### config.mk
export PLATFORM = sky130hd
export DESIGN_NAME = buf_timer_chan
export DESIGN_NICKNAME = d
export VERILOG_FILES = /design/src/rtl/buf_timer_pkg.sv /design/src/rtl/cap_edge_detect.sv /design/src/rtl/tri_counter.sv /design/src/rtl/buf_regs.sv /design/src/rtl/buf_timer_chan.sv
export SDC_FILE = /design/constraint.sdc
export NUM_CORES = 1
export LEC_CHECK = 0
export BUFFER_PORTS_ARGS = -buffer_cell sky130_fd_sc_hd__buf_4
export CORE_ASPECT_RATIO = 1.75
export CORE_MARGIN = 2
export CORE_UTILIZATION = 40
export CTS_CLUSTER_DIAMETER = 50
export CTS_CLUSTER_SIZE = 28
export DETAILED_ROUTE_END_ITERATION = 10
export PLACE_DENSITY_LB_ADDON = 0.2
export SYNTH_ARGS = -nofsm -noshare
export SYNTH_HDL_FRONTEND = slang
export SYNTH_SLANG_ARGS = --single-unit
export TNS_END_PERCENT = 100
### constraint.sdc
create_clock -name clk -period 3.6 [get_ports clk]
set_clock_uncertainty 0.2 [all_clocks]
set_input_delay 0.18 -clock clk [delete_from_list [all_inputs] [get_ports clk]]
set_output_delay 0.18 -clock clk [all_outputs]
set_load 0.005 [all_outputs]
### src/rtl/buf_timer_pkg.sv
package buf_timer_pkg;
    typedef enum logic [1:0] {
        MODE_CMP = 2'b00,
        MODE_CAP = 2'b01,
        MODE_TRI = 2'b10,
        MODE_ALT = 2'b11
    } chan_mode_e;

    typedef enum logic [1:0] {
        REG_GR  = 2'd0,
        REG_BR  = 2'd1,
        REG_PER = 2'd2,
        REG_FLG = 2'd3
    } reg_sel_e;

    typedef enum logic {
        DIR_UP   = 1'b0,
        DIR_DOWN = 1'b1
    } dir_state_e;
endpackage

### src/rtl/cap_edge_detect.sv
module cap_edge_detect #(
    parameter int SYNC_STAGES = 2
) (
    input  logic       clk,
    input  logic       rst_n,
    input  logic       pin,
    input  logic [1:0] edge_sel,
    output logic       cap_evt
);
    localparam int CHAIN = SYNC_STAGES + 1;

    logic [CHAIN-1:0] chain_q;
    logic             synced, prev;

    always_ff @(posedge clk) begin
        if (!rst_n) chain_q <= '0;
        else        chain_q <= {chain_q[CHAIN-2:0], pin};
    end

    assign synced = chain_q[SYNC_STAGES-1];
    assign prev   = chain_q[SYNC_STAGES];

    always_comb begin
        cap_evt = (edge_sel[0] && synced && !prev) ||
                  (edge_sel[1] && !synced && prev);
    end
endmodule

### src/rtl/tri_counter.sv
module tri_counter
    import buf_timer_pkg::*;
#(
    parameter int CW = 16
) (
    input  logic          clk,
    input  logic          rst_n,
    input  logic          tick,
    input  chan_mode_e    mode,
    input  logic [CW-1:0] period,
    output logic [CW-1:0] cnt,
    output logic          turn_evt
);
    localparam logic [CW-1:0] ONE = CW'(1);

    dir_state_e    dir_q, dir_d;
    logic [CW-1:0] cnt_q, cnt_d;
    logic          peak_turn, floor_turn;

    always_ff @(posedge clk) begin
        if (!rst_n) begin
            dir_q <= DIR_UP;
            cnt_q <= '0;
        end else begin
            dir_q <= dir_d;
            cnt_q <= cnt_d;
        end
    end

    always_comb begin
        dir_d      = dir_q;
        cnt_d      = cnt_q;
        peak_turn  = 1'b0;
        floor_turn = 1'b0;
        if (mode != MODE_TRI) begin
            dir_d = DIR_UP;
            if (tick) cnt_d = cnt_q + ONE;
        end else begin
            unique case (dir_q)
                DIR_UP: begin
                    if (tick) begin
                        if (cnt_q == period) begin
                            peak_turn = 1'b1;
                            dir_d     = DIR_DOWN;
                            cnt_d     = (period == '0) ? '0 : cnt_q - ONE;
                        end else begin
                            cnt_d = cnt_q + ONE;
                        end
                    end
                end
                DIR_DOWN: begin
                    if (tick) begin
                        if (cnt_q == '0) begin
                            floor_turn = 1'b1;
                            dir_d      = DIR_UP;
                            cnt_d      = (period == '0) ? '0 : ONE;
                        end else begin
                            cnt_d = cnt_q - ONE;
                        end
                    end
                end
            endcase
        end
    end

    assign cnt      = cnt_q;
    assign turn_evt = peak_turn || floor_turn;
endmodule

### src/rtl/buf_regs.sv
module buf_regs
    import buf_timer_pkg::*;
#(
    parameter int CW     = 16,
    parameter bit BUF_EN = 1'b1
) (
    input  logic          clk,
    input  logic          rst_n,
    input  chan_mode_e    mode,
    input  logic          tick,
    input  logic [CW-1:0] cnt,
    input  logic          cap_evt,
    input  logic          turn_evt,
    input  logic          wr_gr,
    input  logic          wr_br,
    input  logic [CW-1:0] wr_data,
    output logic [CW-1:0] gr,
    output logic [CW-1:0] br,
    output logic          hw_evt
);
    logic [CW-1:0] gr_q;
    logic          cmp_hit, cap_load, tri_load;

    always_comb begin
        cmp_hit  = (mode == MODE_CMP || mode == MODE_ALT) && tick && (cnt == gr_q);
        cap_load = (mode == MODE_CAP) && cap_evt;
        tri_load = (mode == MODE_TRI) && turn_evt;
        hw_evt   = cmp_hit || cap_load || tri_load;
    end

    always_ff @(posedge clk) begin
        if (!rst_n)                                  gr_q <= '0;
        else if (cap_load)                           gr_q <= cnt;
        else if ((cmp_hit || tri_load) && BUF_EN)    gr_q <= br;
        else if (wr_gr)                              gr_q <= wr_data;
    end

    generate
        if (BUF_EN) begin : g_buf
            logic [CW-1:0] br_q;
            always_ff @(posedge clk) begin
                if (!rst_n)        br_q <= '0;
                else if (cap_load) br_q <= gr_q;
                else if (wr_br)    br_q <= wr_data;
            end
            assign br = br_q;
        end else begin : g_nobuf
            assign br = '0;
        end
    endgenerate

    assign gr = gr_q;
endmodule

### src/rtl/buf_timer_chan.sv
module buf_timer_chan
    import buf_timer_pkg::*;
#(
    parameter int CW          = 16,
    parameter bit BUF_EN      = 1'b1,
    parameter int SYNC_STAGES = 2
) (
    input  logic          clk,
    input  logic          rst_n,
    input  logic          tick,
    input  logic          cap_pin,
    input  logic [1:0]    mode_sel,
    input  logic [1:0]    edge_sel,
    input  logic          wr_en,
    input  logic [1:0]    wr_addr,
    input  logic [CW-1:0] wr_data,
    input  logic [1:0]    rd_addr,
    output logic [CW-1:0] rd_data,
    output logic          evt_flag,
    output logic          pwm_out
);
    chan_mode_e    mode;
    reg_sel_e      wsel, rsel;
    logic [CW-1:0] cnt_q, gr_q, br_q, per_q;
    logic          cap_evt, turn_evt, hw_evt, flag_q, flag_clr;

    assign mode = chan_mode_e'(mode_sel);
    assign wsel = reg_sel_e'(wr_addr);
    assign rsel = reg_sel_e'(rd_addr);

    cap_edge_detect #(.SYNC_STAGES(SYNC_STAGES)) u_edge (
        .clk(clk), .rst_n(rst_n), .pin(cap_pin),
        .edge_sel(edge_sel), .cap_evt(cap_evt)
    );

    tri_counter #(.CW(CW)) u_cnt (
        .clk(clk), .rst_n(rst_n), .tick(tick), .mode(mode),
        .period(per_q), .cnt(cnt_q), .turn_evt(turn_evt)
    );

    buf_regs #(.CW(CW), .BUF_EN(BUF_EN)) u_regs (
        .clk(clk), .rst_n(rst_n), .mode(mode), .tick(tick), .cnt(cnt_q),
        .cap_evt(cap_evt), .turn_evt(turn_evt),
        .wr_gr(wr_en && wsel == REG_GR), .wr_br(wr_en && wsel == REG_BR),
        .wr_data(wr_data), .gr(gr_q), .br(br_q), .hw_evt(hw_evt)
    );

    always_ff @(posedge clk) begin
        if (!rst_n)                          per_q <= '0;
        else if (wr_en && wsel == REG_PER)   per_q <= wr_data;
    end

    assign flag_clr = wr_en && (wsel == REG_FLG) && wr_data[0];

    always_ff @(posedge clk) begin
        if (!rst_n)        flag_q <= 1'b0;
        else if (hw_evt)   flag_q <= 1'b1;
        else if (flag_clr) flag_q <= 1'b0;
    end

    always_comb begin
        unique case (rsel)
            REG_GR:  rd_data = gr_q;
            REG_BR:  rd_data = br_q;
            REG_PER: rd_data = per_q;
            REG_FLG: rd_data = {{(CW-1){1'b0}}, flag_q};
        endcase
    end

    assign evt_flag = flag_q;
    assign pwm_out  = (mode == MODE_TRI) && (cnt_q >= gr_q);
endmodule

==> impl_metrics.py <==
metrics = {
    "global_route": {
        "antenna_found_initial": 0,
        "grt_pass1_wl_microns": 23900,
        "track_usage_pct": 24.2,
        "grt_pass1_vias": 4568,
        "grt_max_degree": 49,
        "grt.overflow.total": 0,
    },
    "worst_hold_path": {
        "hold_depth": 3,
        "hold_end": "u_cnt.cnt[1]$_SDFFE_PN0P_",
        "hold_path.class": "in -> reg",
        "min_from": "rst_n",
    },
    "synthesis": {
        "synthArstFlopShare_pct": 0,
        "synthCells": 607,
        "syn_area_sq_mm": 0.00465,
        "synth-seq-area-share_pct": 29.7,
        "synthesis.nets": 657,
        "synth-edff-count": 0,
        "synth_top_area_share_pct": 29.7,
        "synth_cell_type_count": 60,
        "synthTopCellsByArea": "dfxtp_1, mux2i_1, nand2_1",
        "syn_area_per_cell_sq_um": 7.66,
        "synth_top_cell_by_area": "dfxtp_1",
        "yosys_warnings": 0,
        "synth.ff_latch_count": 69,
        "synthFlopType": "dfxtp_1",
    },
    "detailed_routing": {
        "drc": 0,
        "ant_nets": 0,
        "first_iter_violations": 345,
        "firstDrtPassIters": 5,
        "viasPerCell": 5.91,
        "routed_wl_microns": 15000,
        "wire_per_inst_microns": 19.2,
        "num_vias": 4606,
    },
    "clock_tree": {
        "post_cts_resized": 0,
        "root_buffer": "clkbuf_16",
        "cts_buffers": 9,
        "postCtsHoldBufs": 17,
        "worst_skew_pair.late_latency_ns": 0.34,
        "postCtsSetupRepairBufs": 0,
        "cts.clk_slew.worst_paths_ns": 0.06,
        "clk_path_buf_depth": 2,
        "cts_sinks": 69,
        "cts_tree": "done",
        "cts_max_level": 3,
    },
    "layout": {
        "nFillCells": 1109,
        "drive_above_1_share_pct": 12.7,
        "antenna_cells": 0,
        "nNetsFinal": 690,
        "fin_cells": 780,
        "syn2layout_area_growth_pct": 19.4,
        "final_common_cell": "nand2_1",
        "fin_area_sq_mm": 0.00555,
        "layout_common_cells": "nand2_1, dfxtp_1, nor2_1",
        "fin_util_pct": 48.5,
    },
    "power_and_ir_drop": {
        "leakage_nw": 2.29,
        "vdd_drop_max_mv": 0.372,
        "power.density_mw_per_mm2": 468,
    },
    "floorplan": {
        "io_pins": 47,
        "core-area_sq_mm": 0.0115,
        "start_util_pct": 40.6,
        "num_rows": 52,
        "die_area_sq_mm": 0.0125,
        "fp.dieW_microns": 85.5,
        "fp.dieH_microns": 147,
    },
    "setup_path": {
        "critPathLaunch": "u_cnt.cnt[0]$_SDFFE_PN0P_",
        "timing.rr.start": "u_cnt.cnt[0]$_SDFFE_PN0P_",
        "crit_type": "reg -> reg",
        "timing.rr.end": "u_regs.gr[12]$_SDFFE_PN0P_",
        "end_kind": "flip-flop",
        "reg2regPathDepth": 9,
        "cp.required_ns": 3.67,
        "regToRegSetupSlack_ns": 0.43,
        "crit_fanout": 16,
        "arrival_ns": 3.24,
        "startpoint_type": "flip-flop",
    },
    "sta": {
        "rsz0062_at_grt": "false",
        "relSlewSlack_pct": 20.0,
        "setup_viol": 0,
        "period_share_pct": 88.0,
        "fin_tns_setup_ns": 0,
        "worst_pin_slew_ns": 1.20,
        "layout_min_cycle_time_ns": 3.17,
        "hold_viol": 0,
        "finalMaxSlewViolations": 0,
        "max_freq_mhz": 316,
    },
    "place": {
        "placedCellCount": 747,
        "post-dp-hpwl_microns": 10600,
        "io_buffers": 46,
        "placed_area_sq_mm": 0.00502,
        "place_congestion": 0.902,
    },
    "flow_run": {
        "maxCapViolCount": 0,
    },
    "run_status": {
        "outcome": "finished clean",
    },
}
==> sequential cells by signal, indices dropped and copies added (netlist names) <==
name            cells
u_regs.br          16
u_cnt.dir_q         1
evt_flag            1
u_cnt.cnt          16
u_edge.chain_q      3
per_q              16
u_regs.gr          16
==> kinds of logic (layout without fill, tap and decap cells) <==
family / count (synthesis) / in the layout / share of synthesized area, %
xor gates and xnor gates: 24 / 24 / 4.52
AOI/OAI and AO/OA: 152 / 152 / 22.3
adders and majority gates: 21 / 21 / 5.65
muxes: 32 / 32 / 7.16
and+or+nand+nor: 231 / 231 / 23.8
buffers and inverters: 78 / 116 / 6.89
DFF: 69 / 69 / 29.7
==> how the worst max path moves through the flow <==
stage                     slack [ns]                         end  cells after the start
after global placement          0.55   u_regs.gr[7]$_SDFFE_PN0P_                      9
after global routing            0.33  u_cnt.cnt[15]$_SDFFE_PN0P_                      9
after CTS                       0.45  u_regs.gr[12]$_SDFFE_PN0P_                      9
after detailed placement        0.49  u_regs.gr[12]$_SDFFE_PN0P_                      9
final                           0.43  u_regs.gr[12]$_SDFFE_PN0P_                      9
after floorplan                 1.08  u_regs.gr[10]$_SDFFE_PN0P_                     12
==> cells in the mapped netlist, types with 5 or more instances <==
cell type,count
nor4_1,8
and2_1,7
nand2_1,74
inv_1,26
xnor2_1,21
ha_1,21
mux2i_1,31
nand4_1,14
a22o_1,16
a21oi_1,30
nor2_1,65
nor3_1,25
a211oi_1,35
a22oi_1,5
buf_2,16
clkbuf_1,30
nand3_1,11
o21ai_0,26
dfxtp_1,69
==> final cells by class <==
cell class	instances	area, sq um	area share (%)
Clock inverter	5	106	1.91
Multi-Input combinational cell	460	2960	53.3
Tap cell	135	169	3.04
Clock buffer	11	253	4.55
Inverter	29	109	1.96
Timing Repair Buffer	71	576	10.4
Sequential cell	69	1380	24.9
==> worst max-delay path: stages (launching register included) <==
cell and delay (ns):
dfxtp_1 0.41, inv_1 0.21, ha_1 0.19, nor4bb_1 0.48
nand4_1 0.28, nor2_1 0.25, a221oi_4 0.07, o311a_1 0.17
nor2_2 0.61, a22o_1 0.24
==> stage by stage <==
| stage | power, mW | hold WS, ns | worst slack, ns |
|---|---|---|---|
| after floorplan | 1.33 | 0.107 | 1.08 |
| after CTS | 2.60 | 0.0172 | 0.452 |
| after global placement | 1.51 | 0.189 | 0.551 |
| after detailed placement | 1.52 | 0.197 | 0.488 |
| final | 2.60 | 0.0327 | 0.431 |
| after global routing | 2.71 | 0.0306 | 0.334 |
==> layer usage <==
metal / up-vias / wire (microns) / part of all wire [%] / track usage (%)
li1: 2249 / - / - / -
met3: 32 / 505 / 3.4 / 3.56
met5: - / 0 / 0 / 0
met4: 0 / 418 / 2.8 / 10.6
met1: 2195 / 6320 / 42 / 29.0
met2: 130 / 7750 / 52 / 42.1
==> where the power goes <==
part	internal, mW	leakage [nW]	switching [mW]
combinational	0.269	1.55	0.351
sequential	0.817	0.562	0.0925
clock	0.716	0.172	0.354
total	1.80	2.29	0.797
Note: power is estimated with default switching activity, not from simulation.
